File: config.mk
export PLATFORM = sky130hd
export DESIGN_NAME = quad_position_counter
export DESIGN_NICKNAME = d
export VERILOG_FILES = /design/src/rtl/qdc_pkg.sv /design/src/rtl/qdc_sync.sv /design/src/rtl/qdc_step_fsm.sv /design/src/rtl/qdc_position.sv /design/src/rtl/quad_position_counter.sv
export SDC_FILE = /design/constraint.sdc
export NUM_CORES = 1
export LEC_CHECK = 0
export CORE_ASPECT_RATIO = 1.5
export CORE_MARGIN = 4
export CORE_UTILIZATION = 43
export DETAILED_ROUTE_END_ITERATION = 8
export HOLD_SLACK_MARGIN = 0.12
export PLACE_DENSITY = 0.68
export SETUP_SLACK_MARGIN = 0.5
export SYNTH_ARGS = -nofsm -noshare
export SYNTH_HDL_FRONTEND = slang
export SYNTH_SLANG_ARGS = --single-unit
File: constraint.sdc
create_clock -name clk -period 5.8 [get_ports clk]
set_clock_uncertainty 0.05 [all_clocks]
set_input_delay 0.58 -clock clk [delete_from_list [all_inputs] [get_ports clk]]
set_output_delay 0.58 -clock clk [all_outputs]
set_load 0.01 [all_outputs]
File: src/rtl/qdc_pkg.sv
package qdc_pkg;

    // Decoder state: last synchronized line pair, bit 1 = A, bit 0 = B
    typedef enum logic [1:0] {
        AB_00 = 2'b00,
        AB_01 = 2'b01,
        AB_11 = 2'b11,
        AB_10 = 2'b10
    } ab_state_e;

    // Classification of one state change
    typedef enum logic [1:0] {
        HOLD      = 2'd0,
        MOVE_FWD  = 2'd1,
        MOVE_BACK = 2'd2,
        JUMP      = 2'd3
    } ab_move_e;

    typedef struct packed {
        logic up;
        logic dn;
    } step_t;

endpackage

File: src/rtl/qdc_sync.sv
module qdc_sync #(
    parameter int WIDTH  = 2,
    parameter int STAGES = 2
) (
    input  logic             clk,
    input  logic             rst_n,
    input  logic [WIDTH-1:0] din,
    output logic [WIDTH-1:0] dout
);

    localparam int LAST = STAGES - 1;

    for (genvar b = 0; b < WIDTH; b++) begin : g_bit
        logic [STAGES-1:0] chain_q;

        always_ff @(posedge clk or negedge rst_n) begin
            if (!rst_n) begin
                chain_q <= '0;
            end else begin
                chain_q <= {chain_q[STAGES-2:0], din[b]};
            end
        end

        assign dout[b] = chain_q[LAST];
    end

endmodule

File: src/rtl/qdc_step_fsm.sv
module qdc_step_fsm
    import qdc_pkg::*;
(
    input  logic       clk,
    input  logic       rst_n,
    input  logic       enable,
    input  logic       cd_mode,
    input  logic [1:0] ab_sync,
    output step_t      step
);

    ab_state_e state_q;
    ab_state_e state_d;
    ab_move_e  move;

    assign state_d = ab_state_e'(ab_sync);

    // State register: follows the lines every cycle, enabled or not
    always_ff @(posedge clk or negedge rst_n) begin
        if (!rst_n) begin
            state_q <= AB_00;
        end else begin
            state_q <= state_d;
        end
    end

    // Transition classification for phase mode
    always_comb begin
        move = HOLD;
        unique case (state_q)
            AB_00: begin
                if (state_d == AB_10)      move = MOVE_FWD;
                else if (state_d == AB_01) move = MOVE_BACK;
                else if (state_d == AB_11) move = JUMP;
            end
            AB_10: begin
                if (state_d == AB_11)      move = MOVE_FWD;
                else if (state_d == AB_00) move = MOVE_BACK;
                else if (state_d == AB_01) move = JUMP;
            end
            AB_11: begin
                if (state_d == AB_01)      move = MOVE_FWD;
                else if (state_d == AB_10) move = MOVE_BACK;
                else if (state_d == AB_00) move = JUMP;
            end
            AB_01: begin
                if (state_d == AB_00)      move = MOVE_FWD;
                else if (state_d == AB_11) move = MOVE_BACK;
                else if (state_d == AB_10) move = JUMP;
            end
            default: move = HOLD;
        endcase
    end

    // Output process: step request per mode
    always_comb begin
        step = '0;
        if (enable) begin
            if (cd_mode) begin
                if (!state_q[1] && state_d[1]) begin
                    step.up = state_d[0];
                    step.dn = !state_d[0];
                end
            end else begin
                step.up = (move == MOVE_FWD);
                step.dn = (move == MOVE_BACK);
            end
        end
    end

    // a two-line change never yields a step in phase mode
    p_jump_ignored_r4: assert property (@(posedge clk) disable iff (!rst_n)
        (!cd_mode && (state_q[1] != ab_sync[1]) && (state_q[0] != ab_sync[0]))
        |-> (step == '0));

    // falling A or static A gives no step in count/direction mode
    p_cd_no_fall_r5: assert property (@(posedge clk) disable iff (!rst_n)
        (cd_mode && !(!state_q[1] && ab_sync[1])) |-> (step == '0));

    // nothing moves while disabled
    p_idle_when_off_r2: assert property (@(posedge clk) disable iff (!rst_n)
        !enable |-> (step == '0));

endmodule

File: src/rtl/qdc_position.sv
module qdc_position
    import qdc_pkg::*;
#(
    parameter int CNT_W = 16
) (
    input  logic             clk,
    input  logic             rst_n,
    input  step_t            step,
    input  logic [CNT_W-1:0] modulo,
    input  logic             wrap_clear,
    output logic [CNT_W-1:0] count,
    output logic             dir_up,
    output logic             wrap_flag,
    output logic             wrap_at_top
);

    localparam logic [CNT_W-1:0] ONE = CNT_W'(1);

    logic top_hit;
    logic bot_hit;

    assign top_hit = step.up && (count >= modulo);
    assign bot_hit = step.dn && (count == '0);

    always_ff @(posedge clk or negedge rst_n) begin
        if (!rst_n) begin
            count <= '0;
            dir_up <= 1'b0;
        end else if (step.up) begin
            dir_up <= 1'b1;
            count  <= top_hit ? '0 : count + ONE;
        end else if (step.dn) begin
            dir_up <= 1'b0;
            count  <= bot_hit ? modulo : count - ONE;
        end
    end

    // Wrap flag: a set outranks a clear
    always_ff @(posedge clk or negedge rst_n) begin
        if (!rst_n) begin
            wrap_flag   <= 1'b0;
            wrap_at_top <= 1'b0;
        end else if (top_hit || bot_hit) begin
            wrap_flag   <= 1'b1;
            wrap_at_top <= top_hit;
        end else if (wrap_clear) begin
            wrap_flag   <= 1'b0;
        end
    end

    p_one_step_r3: assert property (@(posedge clk) disable iff (!rst_n)
        $countones({step.up, step.dn}) <= 1);

    p_dir_up_r6: assert property (@(posedge clk) disable iff (!rst_n)
        step.up |=> dir_up);

    p_dir_dn_r6: assert property (@(posedge clk) disable iff (!rst_n)
        step.dn |=> !dir_up);

    p_dir_hold_r6: assert property (@(posedge clk) disable iff (!rst_n)
        (step == '0) |=> ($stable(dir_up) && $stable(count)));

    p_top_wrap_r7: assert property (@(posedge clk) disable iff (!rst_n)
        (step.up && count >= modulo) |=> (count == '0 && wrap_flag && wrap_at_top));

    p_bot_wrap_r8: assert property (@(posedge clk) disable iff (!rst_n)
        (step.dn && count == '0) |=> (count == $past(modulo) && wrap_flag && !wrap_at_top));

    p_flag_sticky_r9: assert property (@(posedge clk) disable iff (!rst_n)
        (wrap_flag && !wrap_clear) |=> wrap_flag);

    p_pos_bit_stable_r9: assert property (@(posedge clk) disable iff (!rst_n)
        (step == '0) |=> $stable(wrap_at_top));

    p_set_wins_r10: assert property (@(posedge clk) disable iff (!rst_n)
        (wrap_clear && (top_hit || bot_hit)) |=> wrap_flag);

endmodule

File: src/rtl/quad_position_counter.sv
module quad_position_counter
    import qdc_pkg::*;
#(
    parameter int CNT_W       = 16,
    parameter int SYNC_STAGES = 2
) (
    input  logic             clk,
    input  logic             rst_n,
    input  logic             enc_a,
    input  logic             enc_b,
    input  logic             enable,
    input  logic             cd_mode,
    input  logic [CNT_W-1:0] modulo,
    input  logic             wrap_clear,
    output logic [CNT_W-1:0] count,
    output logic             dir_up,
    output logic             wrap_flag,
    output logic             wrap_at_top
);

    logic [1:0] ab_sync;
    step_t      step;

    qdc_sync #(
        .WIDTH  (2),
        .STAGES (SYNC_STAGES)
    ) u_sync (
        .clk   (clk),
        .rst_n (rst_n),
        .din   ({enc_a, enc_b}),
        .dout  (ab_sync)
    );

    qdc_step_fsm u_fsm (
        .clk     (clk),
        .rst_n   (rst_n),
        .enable  (enable),
        .cd_mode (cd_mode),
        .ab_sync (ab_sync),
        .step    (step)
    );

    qdc_position #(
        .CNT_W (CNT_W)
    ) u_pos (
        .clk         (clk),
        .rst_n       (rst_n),
        .step        (step),
        .modulo      (modulo),
        .wrap_clear  (wrap_clear),
        .count       (count),
        .dir_up      (dir_up),
        .wrap_flag   (wrap_flag),
        .wrap_at_top (wrap_at_top)
    );

    // disabled decoder leaves the outputs where they are
    p_off_hold_r2: assert property (@(posedge clk) disable iff (!rst_n)
        !enable |=> ($stable(count) && $stable(dir_up) && $stable(wrap_at_top)));

    // reset values observed right after release
    p_reset_vals_r1: assert property (@(posedge clk)
        $rose(rst_n) |-> (count == '0 && !dir_up && !wrap_flag && !wrap_at_top));

endmodule

==> results.env, run 1 <==
STATUS='complete, no violations'
LEAKAGE_nW=1.24
YOSYSWARNINGS=0
P_INT_mW=0.620
GP_ROUTABILITY_CONGESTION=0.891
ENDPOINT_KIND='flip-flop'
SLEW_VIOLATIONS=0
SEQ_AREA_FRAC_SYNTH_PCT=26.1
INSERTION_DELAY_NS=0.29
WL_PER_CELL_UM=15.7
FRACTION_OF_LAYOUT_CELLS_WITH_A_SIZE_SUFFIX_ABOVE_1_PCT=5.23
ANTENNA_FOUND_INITIAL=0
DESIGN.FINAL.NETS=368
FLOORPLAN.IO_PINS=42
SWITCHING_POWER_mW=0.557
POSTCTSHOLDBUFS=0
MAX-VDD-IR-DROP_mV=0.178
CRITICAL_PATH_BUF_INV_COUNT=1
CP_SLOWEST_CELL='sky130_fd_sc_hd__nand4_1'
YOSYSTOPAREACELLSHARE_PCT=26.1
DRT-TOTAL-WL_UM=6210
DIE-AREA_UM2=6850
MOSTFREQUENTLAYOUTCELLS='41 x sky130_fd_sc_hd__clkdlybuf4s50_1, 30 x sky130_fd_sc_hd__nand2_1, 26 x sky130_fd_sc_hd__inv_1, 25 x sky130_fd_sc_hd__dfrtp_1, 22 x sky130_fd_sc_hd__nand3_1'
TIMING.FINAL.SETUP_VIOLATIONS=0
CLK_ROOT_BUFFER_CELL='sky130_fd_sc_hd__clkbuf_8'
POST-ROUTE-PERIOD-UTIL_PCT=56.5
ROUTED_VIA_DENSITY=5.82
INSERTEDDIODECOUNT=0
YS_SEQ_ELEMENTS=25
POWER_SWITCHING_SHARE_PCT=47.3
FINAL_HOLD_VIOL_COUNT=0
DRT-INITIAL-DRC-COUNT=195
DRT.ANTENNA.VIOLATING_NETS=0
ARRIVAL_NS=3.37
FINISH.UTILIZATION_PCT=52.6
CP_DATA_REQUIRED_TIME_NS=5.90
MAX_SLEW_HEADROOM_PCT=40.2
SEQ_POWER_SHARE_PCT=32.7
CRIT_CHAIN='inv_1 -> ha_1 -> nor4b_1 -> nand4_1 -> mux2_2 -> a41oi_1 -> o22ai_1'
CTS.SINKS=25
MAX_STAGE_DELAY_NS=0.84
YS_DOMINANT_REG_CELL='sky130_fd_sc_hd__dfrtp_1'
GRT.TOTAL_USAGE_PCT=19.6
CRITPATHMAXFANOUT=21
GR_OVERFLOW_TOTAL=0
TIMING.MAX_CAP.VIOLATIONS=0
FP.COREAREA_UM2=5450
POST-ROUTE-CELL-AREA_UM2=2870
CRITPATHTOPFAMILY='simple AND/OR/NAND/NOR gates'
DIE_WIDTH_UM=68.9
NUMBER_OF_ITERATIONS_IN_THE_FIRST_DETAILED_ROUTING_PASS=4
COMB_POWER_SHARE_PCT=57.6
GRT_FIRST_PASS_WIRELENGTH_UM=10500
POST_SYNTH_INSTANCE_AREA_UM2=2390
CLOCK.FMAX_MHz=305
FIRST_GLOBAL_VIAS=2137
YS_TOP_CELLS_BY_AREA='sky130_fd_sc_hd__dfrtp_1 26%, sky130_fd_sc_hd__ha_1 9.9%, sky130_fd_sc_hd__o211ai_1 6.3%, sky130_fd_sc_hd__nand2_1 4.7%, sky130_fd_sc_hd__nand3_1 4.6%'
POSTPLACECELLAREA_UM2=2820
POWER_DENSITY_nW_PER_UM2=410
CTSHTREEMAXLEVEL=1
MAPPEDNETLISTNETS=339
SYNTH_ENABLE_FLOP_CELLS=0
NUMBER_OF_BUFFERS_ADDED_ON_PORTS=41
WORST_SLEW_PIN_TRAN_NS=0.888
SYNTH.AVG_CELL_AREA_UM2=8.06
CTS_TREE='built'
HOLD_PATH.CLASS='flip-flop to flip-flop'
ROW_COUNT=33
TOTALNEGATIVESETUPSLACK_NS=0
GRT_MAX_DEGREE=31
CLOCK_TREE_BUFFER_DEPTH=2
ASYNCSETRESETFLOPFRACSYNTH_PCT=100
SYNTH_TOP_CELL_BY_AREA='sky130_fd_sc_hd__dfrtp_1'
TIMING.FINAL.CRIT_PERIOD_NS=3.28
CTS-BUFFERS-INSERTED=3
POWER.SHARE.CLOCK_PCT=9.7
CHIPHEIGHT_UM=99.4
DETAILEDPLACEMENTHPWL_UM=4540
WORSTSETUPSTARTPOINTTYPE='flip-flop'
WORST_SETUP_HOLD_PATH_CLK_SLEW_NS=0.10
NUMBER_OF_REMAINING_DRC_ERRORS=0
AREA_GROWTH_SYN_TO_LAYOUT_PCT=19.8
STARTING_DENSITY_PCT=43.9
CTS_SETUP_BUFFERS=0
TIMING.SETUP.CRITICAL_PATH_CLASS='flip-flop to flip-flop'
SYNTH.DISTINCT_CELLS=55
POST_SYNTHESIS_INSTANCE_TOTAL=297
CTS_RESIZED=0
LAYOUT_COMMONEST_CELL='sky130_fd_sc_hd__clkdlybuf4s50_1'
VIA_COUNT_OF_THE_ROUTED_DESIGN=2297
GRT_SETUP_UNREPAIRED='no'
power by group through the flow:
stage               registers (mW)  logic (mW)  clock network, mW
floorplan                    0.321       0.504                  0
global placement             0.386       0.666                  0
detailed placement           0.387       0.676                  0
CTS                          0.384       0.680              0.118
global route                 0.405       0.757              0.123
finish                       0.385       0.678              0.114
sequential cells by signal, summed over array words and instances (netlist names):
name                  cells
u_pos.dir_up              1
u_pos.wrap_flag           1
u_fsm.state_q             2
u_sync.g_bit.chain_q      4
u_pos.count              16
u_pos.wrap_at_top         1
Yosys cell counts (2+ instances only):
cell type and n:
sky130_fd_sc_hd__o32ai_1 2, sky130_fd_sc_hd__buf_2 11, sky130_fd_sc_hd__o31ai_1 3, sky130_fd_sc_hd__nand2_1 30, sky130_fd_sc_hd__nor3b_1 3, sky130_fd_sc_hd__a211oi_1 3
sky130_fd_sc_hd__nor4b_1 2, sky130_fd_sc_hd__nor4_1 3, sky130_fd_sc_hd__xnor2_1 9, sky130_fd_sc_hd__nor2_1 19, sky130_fd_sc_hd__nand3_1 22, sky130_fd_sc_hd__and2_1 6
sky130_fd_sc_hd__nor3_1 6, sky130_fd_sc_hd__buf_4 2, sky130_fd_sc_hd__o21ai_0 4, sky130_fd_sc_hd__a21o_1 5, sky130_fd_sc_hd__mux2_2 2, sky130_fd_sc_hd__dfrtp_1 25
sky130_fd_sc_hd__clkbuf_1 6, sky130_fd_sc_hd__a21oi_1 7, sky130_fd_sc_hd__inv_1 26, sky130_fd_sc_hd__ha_1 19, sky130_fd_sc_hd__a32o_1 2, sky130_fd_sc_hd__a31oi_1 6
sky130_fd_sc_hd__or3_1 2, sky130_fd_sc_hd__or4_1 4, sky130_fd_sc_hd__o21a_1 2, sky130_fd_sc_hd__nand4_1 13, sky130_fd_sc_hd__nand2b_1 4, sky130_fd_sc_hd__xor2_1 5
sky130_fd_sc_hd__o211ai_1 20
routing by layer:
layer  part of all wire, %  vias up  track usage [%]  routed length [um]
li1                      -     1140                -                   -
met1                    43     1109             24.6                2650
met2                    53       39             33.8                3260
met3                   2.6        9             2.15                 161
met4                   2.2        0             7.06                 139
met5                     0        -                0                   0
cells by family after synthesis:
logic type,count (synthesis),synth area share [%]
AO/OA/AOI/OAI,65,20.5
flip-flops,25,26.1
multiplexers,2,0.940
buffers and inverters,47,8.57
AND/OR/NAND/NOR,124,27.9
adder cells (fa/ha/maj),19,9.93
XOR/XNOR,15,6.06
through the flow:
| step | setup WS, ns | hold slack [ns] | instances | total power, mW |
|---|---|---|---|---|
| final | 2.52 | 0.309 | 395 | 1.18 |
| after floorplan | 3.35 | 0.234 | 297 | 0.825 |
| after global placement | 2.49 | 0.284 | 391 | 1.05 |
| after CTS | 2.52 | 0.313 | 395 | 1.18 |
| after detailed placement | 2.43 | 0.289 | 391 | 1.06 |
| after global routing | 2.15 | 0.334 | 395 | 1.28 |
final timing paths:
path                            cells past startpoint                        from                    endpoint  slack (ns)
worst max-delay path                                7              u_pos.count[0]              u_pos.count[2]        2.52
worst min-delay path                                0  u_sync.g_bit[1].chain_q[0]  u_sync.g_bit[1].chain_q[1]        0.31
worst max register to register                      7              u_pos.count[0]              u_pos.count[2]        2.52
worst min register to register                      0  u_sync.g_bit[1].chain_q[0]  u_sync.g_bit[1].chain_q[1]        0.31
max in group asynchronous                           2                       rst_n            u_fsm.state_q[1]        4.83
min in group asynchronous                           2                       rst_n              u_pos.count[8]        0.61
cell type report:
| type | count | area [um2] |
|---|---|---|
| Clock buffer | 3 | 41.3 |
| Inverter | 26 | 97.6 |
| Multi-Input combinational cell | 225 | 1570 |
| Sequential cell | 25 | 626 |
| Fill cell | 559 | 2580 |
| Clock inverter | 1 | 7.51 |
| Timing Repair Buffer | 45 | 440 |
| Tap cell | 70 | 87.6 |
Power figures use the tool's default switching activity.
==> inputs of run 2 (changes only) <==
--- a/config.mk
+++ b/config.mk
@@ -10,7 +10,7 @@
 export CORE_UTILIZATION = 43
 export DETAILED_ROUTE_END_ITERATION = 8
 export HOLD_SLACK_MARGIN = 0.12
-export PLACE_DENSITY = 0.68
+export PLACE_DENSITY = 0.71
 export SETUP_SLACK_MARGIN = 0.5
 export SYNTH_ARGS = -nofsm -noshare
 export SYNTH_HDL_FRONTEND = slang
==> constraint.sdc (replaced) <==
create_clock -name clk -period 2.7 [get_ports clk]
set_clock_uncertainty 0.05 [all_clocks]
set_input_delay 0.27 -clock clk [delete_from_list [all_inputs] [get_ports clk]]
set_output_delay 0.27 -clock clk [all_outputs]
set_load 0.01 [all_outputs]
==> results.env, run 2 (synthesis gave the netlist of run 1 again) <==
WL_PER_CELL_UM=17.8
STATUS='complete, no violations'
TIMING.SETUP.CRITICAL_PATH_CLASS='flip-flop to flip-flop'
ROUTED_VIA_DENSITY=5.96
TOTALNEGATIVESETUPSLACK_NS=0
INSERTEDDIODECOUNT=0
DETAILEDPLACEMENTHPWL_UM=4990
CLOCK.FMAX_MHz=448
POST-ROUTE-PERIOD-UTIL_PCT=82.6
NUMBER_OF_REMAINING_DRC_ERRORS=0
CRITICAL_PATH_BUF_INV_COUNT=2
INSERTION_DELAY_NS=0.29
FRACTION_OF_LAYOUT_CELLS_WITH_A_SIZE_SUFFIX_ABOVE_1_PCT=32.3
SLEW_VIOLATIONS=0
AREA_GROWTH_SYN_TO_LAYOUT_PCT=45.2
GR_OVERFLOW_TOTAL=0
ROW_COUNT=33
DIE_WIDTH_UM=68.9
FIRST_GLOBAL_VIAS=2563
NUMBER_OF_ITERATIONS_IN_THE_FIRST_DETAILED_ROUTING_PASS=5
GRT_FIRST_PASS_WIRELENGTH_UM=12000
CTS-BUFFERS-INSERTED=3
TIMING.FINAL.CRIT_PERIOD_NS=2.23
FP.COREAREA_UM2=5450
ANTENNA_FOUND_INITIAL=0
GP_ROUTABILITY_CONGESTION=0.881
MAX_SLEW_HEADROOM_PCT=50.6
GRT_MAX_DEGREE=28
CLK_ROOT_BUFFER_CELL='sky130_fd_sc_hd__clkbuf_8'
MAX_STAGE_DELAY_NS=0.50
CTS_TREE='built'
ENDPOINT_KIND='flip-flop'
NUMBER_OF_BUFFERS_ADDED_ON_PORTS=41
LARGEST_REGISTERS='u_pos.count (16), u_sync.g_bit.chain_q (4), u_fsm.state_q (2)'
CP_DATA_REQUIRED_TIME_NS=2.82
CHIPHEIGHT_UM=99.4
POWER_DENSITY_nW_PER_UM2=957
DRT-INITIAL-DRC-COUNT=162
DRT-TOTAL-WL_UM=7880
DIE-AREA_UM2=6850
LARGEST-REGISTER='u_pos.count'
CLOCK_TREE_BUFFER_DEPTH=2
CTS.SINKS=25
GRT_SETUP_UNREPAIRED='yes'
CRITPATHTOPFAMILY='compound AO/OA/AOI/OAI gates'
LARGEST_REGISTER_FFS=16
CRIT_CHAIN='ha_4 -> nand4_1 -> nor2_2 -> a31o_2 -> a211oi_2 -> buf_4 -> buf_6 -> a32o_1 -> a311o_1'
WORST_SETUP_HOLD_PATH_CLK_SLEW_NS=0.11
VIA_COUNT_OF_THE_ROUTED_DESIGN=2634
WORST_SLEW_PIN_TRAN_NS=0.734
STARTING_DENSITY_PCT=43.9
ARRIVAL_NS=2.35
CP_SLOWEST_CELL='sky130_fd_sc_hd__dfrtp_2'
GRT.TOTAL_USAGE_PCT=22.6
FINAL_HOLD_VIOL_COUNT=0
TOTALPOWERFINAL_mW=3.33
MOSTFREQUENTLAYOUTCELLS='45 x sky130_fd_sc_hd__buf_4, 28 x sky130_fd_sc_hd__nand2_1, 28 x sky130_fd_sc_hd__clkdlybuf4s50_1, 21 x sky130_fd_sc_hd__nand3_1, 20 x sky130_fd_sc_hd__o211ai_1'
DRT.ANTENNA.VIOLATING_NETS=0
LAYOUT_COMMONEST_CELL='sky130_fd_sc_hd__buf_4'
CTSHTREEMAXLEVEL=1
CRITPATHMAXFANOUT=9
POSTCTSHOLDBUFS=0
MAX-VDD-IR-DROP_mV=0.465
LEAKAGE_nW=1.51
TIMING.FINAL.SETUP_VIOLATIONS=0
FLOORPLAN.IO_PINS=42
DESIGN.FINAL.NETS=415
HOLD_PATH.CLASS='primary input to async pin'
TIMING.MAX_CAP.VIOLATIONS=0
WORSTSETUPSTARTPOINTTYPE='flip-flop'
## run 2: layout make-up
class	count	area (um2)
fill	474	1970
multi-input combinational	225	1790
timing repair buffer	92	808
sequential	25	646
inverter	26	97.6
tap	70	87.6
clock buffer	3	41.3
clock inverter	1	8.76
## run 2: worst register-to-register path: cells and delay by family, from the launching register on
kind                       cells  cell delay, ns
AOI/OAI and AO/OA              4            0.69
buffers and inverters          2            0.29
and+or+nand+nor                2            0.28
DFF                            1            0.50
adders and majority gates      1            0.30
## run 2: worst paths after layout
path | startpoint | endpoint | slack [ns] | cells after the start
worst max register to register | u_pos.count[11] | u_pos.count[7] | 0.47 | 9
worst min-delay path | rst_n | u_pos.count[15] | 0.29 | 2
worst max-delay path | u_pos.count[11] | u_pos.count[7] | 0.47 | 9
max in group asynchronous | rst_n | u_pos.count[9] | 2.01 | 2
worst min register to register | u_sync.g_bit[1].chain_q[0] | u_sync.g_bit[1].chain_q[1] | 0.31 | 0
min in group clk | u_sync.g_bit[1].chain_q[0] | u_sync.g_bit[1].chain_q[1] | 0.31 | 0
## run 2: what timing repair did
action                                  4_1_cts  5_1_grt
resized for setup                            57       20
endpoints found under the setup margin       18       15
hold endpoints to repair                      0        0
setup buffers                                23        6
gates cloned                                  1        0
pin swaps                                    18       15
## run 2: metrics by stage
stage	hold slack, ns	instance area [um2]	util (%)	setup slack [ns]	std cells
finish	0.291	3480	63.8	0.469	442
global placement	0.283	2950	54.2	0.0979	408
floorplan	-0.0756	2410	-	0.512	297
detailed placement	0.287	2950	54.2	0.0160	408
CTS	0.311	3340	61.3	0.498	436
global route	0.324	3480	63.8	0.374	442
## run 2: power breakdown
part / total, mW / switching, mW / internal [mW]
Clock: 0.257 / 0.149 / 0.109
Sequential: 0.704 / 0.188 / 0.516
Combinational: 2.37 / 1.16 / 1.21
## run 2: per-layer routing
layer  vias to the layer above  part of all wire, %  track usage (%)
met5                         -                    0                0
met4                         0                  3.0             8.11
met3                        25                  4.4             2.03
met2                       102                   53             40.7
met1                      1269                   39             26.9
li1                       1238                    -                -
==> inputs of run 3 (changes only) <==
==> constraint.sdc (replaced) <==
create_clock -name clk -period 1.8 [get_ports clk]
set_clock_uncertainty 0.05 [all_clocks]
set_input_delay 0.18 -clock clk [delete_from_list [all_inputs] [get_ports clk]]
set_output_delay 0.18 -clock clk [all_outputs]
set_load 0.01 [all_outputs]
==> results.env, run 3 (synthesis gave the netlist of run 1 again) <==
DRT-INITIAL-DRC-COUNT=236
FP.COREAREA_UM2=5450
GRT_SETUP_UNREPAIRED='yes'
GRT.TOTAL_USAGE_PCT=29.2
CP_DATA_REQUIRED_TIME_NS=1.93
WORSTSETUPSTARTPOINTTYPE='flip-flop'
MAX_SLEW_HEADROOM_PCT=76.0
MOSTFREQUENTLAYOUTCELLS='82 x sky130_fd_sc_hd__buf_4, 37 x sky130_fd_sc_hd__buf_6, 27 x sky130_fd_sc_hd__nand2_1, 23 x sky130_fd_sc_hd__inv_1, 22 x sky130_fd_sc_hd__clkdlybuf4s50_1'
VIA_COUNT_OF_THE_ROUTED_DESIGN=2999
WL_PER_CELL_UM=18.7
LARGEST-REGISTER='u_pos.count'
CRITPATHMAXFANOUT=4
FAILED_CHECKS='setup timing'
CLK_ROOT_BUFFER_CELL='sky130_fd_sc_hd__clkbuf_8'
LAYOUT_COMMONEST_CELL='sky130_fd_sc_hd__buf_4'
REG2REG_SLACK_NS=-0.45
FINISH.UTILIZATION_PCT=76.8
TIMING.HOLD.WS_NS=0.214
CRIT-REG2REG-LAUNCH='u_pos.count[13]'
TIMING.FINAL.SETUP_VIOLATIONS=18
CTSHTREEMAXLEVEL=1
LARGEST_REGISTERS='u_pos.count (16), u_sync.g_bit.chain_q (4), u_fsm.state_q (2)'
FINAL_CRITICAL_PATH_SETUP_SLACK_NS=-0.455
FLOORPLAN.IO_PINS=42
POSTCTSHOLDBUFS=0
POWER_DENSITY_nW_PER_UM2=1430
CTS.SINKS=25
HOLD_PATH.CLASS='primary input to async pin'
SETUP.WORST_PATH.END='u_pos.count[7]'
CP_SLOWEST_CELL='sky130_fd_sc_hd__dfrtp_1'
NUMBER_OF_BUFFERS_ADDED_ON_PORTS=41
TIMING.MAX_CAP.VIOLATIONS=0
CLOCK_TREE_BUFFER_DEPTH=2
ANTENNA_FOUND_INITIAL=0
DRT-TOTAL-WL_UM=9530
TIMING.SETUP.CRITICAL_PATH_CLASS='flip-flop to flip-flop'
PATH_COMMON_CELL='sky130_fd_sc_hd__buf_4'
ENDPOINT_KIND='flip-flop'
TIMING.FINAL.CRIT_PERIOD_NS=2.25
CRIT-REG2REG-CAPTURE='u_pos.count[7]'
MAX_STAGE_DELAY_NS=0.44
CTS_TREE='built'
CTS-BUFFERS-INSERTED=3
INSERTION_DELAY_NS=0.29
POST-ROUTE-PERIOD-UTIL_PCT=125
CHIPHEIGHT_UM=99.4
TOTALPOWERFINAL_mW=6.00
FINAL_HOLD_VIOL_COUNT=0
AREA_GROWTH_SYN_TO_LAYOUT_PCT=74.9
LARGEST_REGISTER_FFS=16
DETAILEDPLACEMENTHPWL_UM=6070
DIE_WIDTH_UM=68.9
WORST_SETUP_HOLD_PATH_CLK_SLEW_NS=0.10
DESIGN.FINAL.NETS=482
STATUS='complete, but fails checks'
CLOCK.FMAX_MHz=444
SLEW_VIOLATIONS=0
CRIT_CHAIN='buf_4 -> nor4_2 -> and4b_1 -> nand4_1 -> buf_4 -> nor2_1 -> a211oi_1 -> a311o_1'
POSTPLACECELLAREA_UM2=3550
NUMBER_OF_ITERATIONS_IN_THE_FIRST_DETAILED_ROUTING_PASS=5
FIRST_GLOBAL_VIAS=3155
DIE-AREA_UM2=6850
DRT.ANTENNA.VIOLATING_NETS=0
WORST_SLEW_PIN_TRAN_NS=0.360
FRACTION_OF_LAYOUT_CELLS_WITH_A_SIZE_SUFFIX_ABOVE_1_PCT=44.4
MAX-VDD-IR-DROP_mV=0.860
GP_ROUTABILITY_CONGESTION=0.961
GRT_FIRST_PASS_WIRELENGTH_UM=15200
ROUTED_VIA_DENSITY=5.89
ROW_COUNT=33
POST-ROUTE-CELL-AREA_UM2=4190
STARTING_DENSITY_PCT=43.9
FINAL.FILL_COUNT=369
NUMBER_OF_REMAINING_DRC_ERRORS=0
FF2FF_PATH_DEPTH=8
GR_OVERFLOW_TOTAL=0
GRT_MAX_DEGREE=26
INSERTEDDIODECOUNT=0
LEAKAGE_nW=1.95
STARTPOINT='u_pos.count[13]'
ARRIVAL_NS=2.38
## run 3: through the flow
stage,cells,worst slack [ns],TNS (ns)
after floorplan,297,-0.250,-3.56
after global placement,473,-0.774,-11.11
after detailed placement,473,-0.834,-12.10
after CTS,502,-0.380,-6.30
after global routing,509,-0.553,-8.57
final,509,-0.455,-7.17
## run 3: worst max-delay path, delay by kind of cell, from the launching register on
| family | cells | cell delay, ns |
|---|---|---|
| DFF | 1 | 0.44 |
| buffers and inverters | 2 | 0.39 |
| AOI/OAI and AO/OA | 2 | 0.38 |
| and+or+nand+nor | 4 | 0.89 |
## run 3: area by class of cell
| class | count | area (um2) | share of cell area, % |
|---|---|---|---|
| multi-input combinational | 225 | 1860 | 44.5 |
| timing repair buffer | 159 | 1450 | 34.6 |
| sequential | 25 | 638 | 15.2 |
| inverter | 26 | 100 | 2.39 |
| tap | 70 | 87.6 | 2.09 |
| clock buffer | 3 | 41.3 | 0.986 |
| clock inverter | 1 | 8.76 | 0.209 |
## run 3: worst min path at each step
stage                               start  cells after the start                          to
2_1_floorplan                       rst_n                      0            u_fsm.state_q[0]
3_3_place_gp   u_sync.g_bit[0].chain_q[0]                      0  u_sync.g_bit[0].chain_q[1]
3_5_place_dp   u_sync.g_bit[0].chain_q[0]                      0  u_sync.g_bit[0].chain_q[1]
4_1_cts                             rst_n                      2              u_pos.count[9]
5_1_grt                             rst_n                      2              u_pos.count[9]
6_report                            rst_n                      2              u_pos.count[4]
## run 3: per-layer routing
metal	vias up	part of all wire, %	global-route usage [%]
met4	0	5.6	16.1
met3	51	5.0	3.95
met1	1433	36	32.3
li1	1369	-	-
met2	146	54	51.5
met5	-	0	0
## run 3: what timing repair did
| action | CTS | global route |
|---|---|---|
| buffers inserted | 23 | 7 |
| gates cloned | 2 | 0 |
| pin swaps | 21 | 19 |
| gates resized for setup | 121 | 25 |
| endpoints found under the hold margin | 0 | 0 |
| endpoints found under the setup margin | 38 | 30 |
## run 3: where the power goes
part	internal, mW	switching (mW)
combinational	2.47	2.12
clock	0.163	0.217
sequential	0.763	0.267
total	3.40	2.60
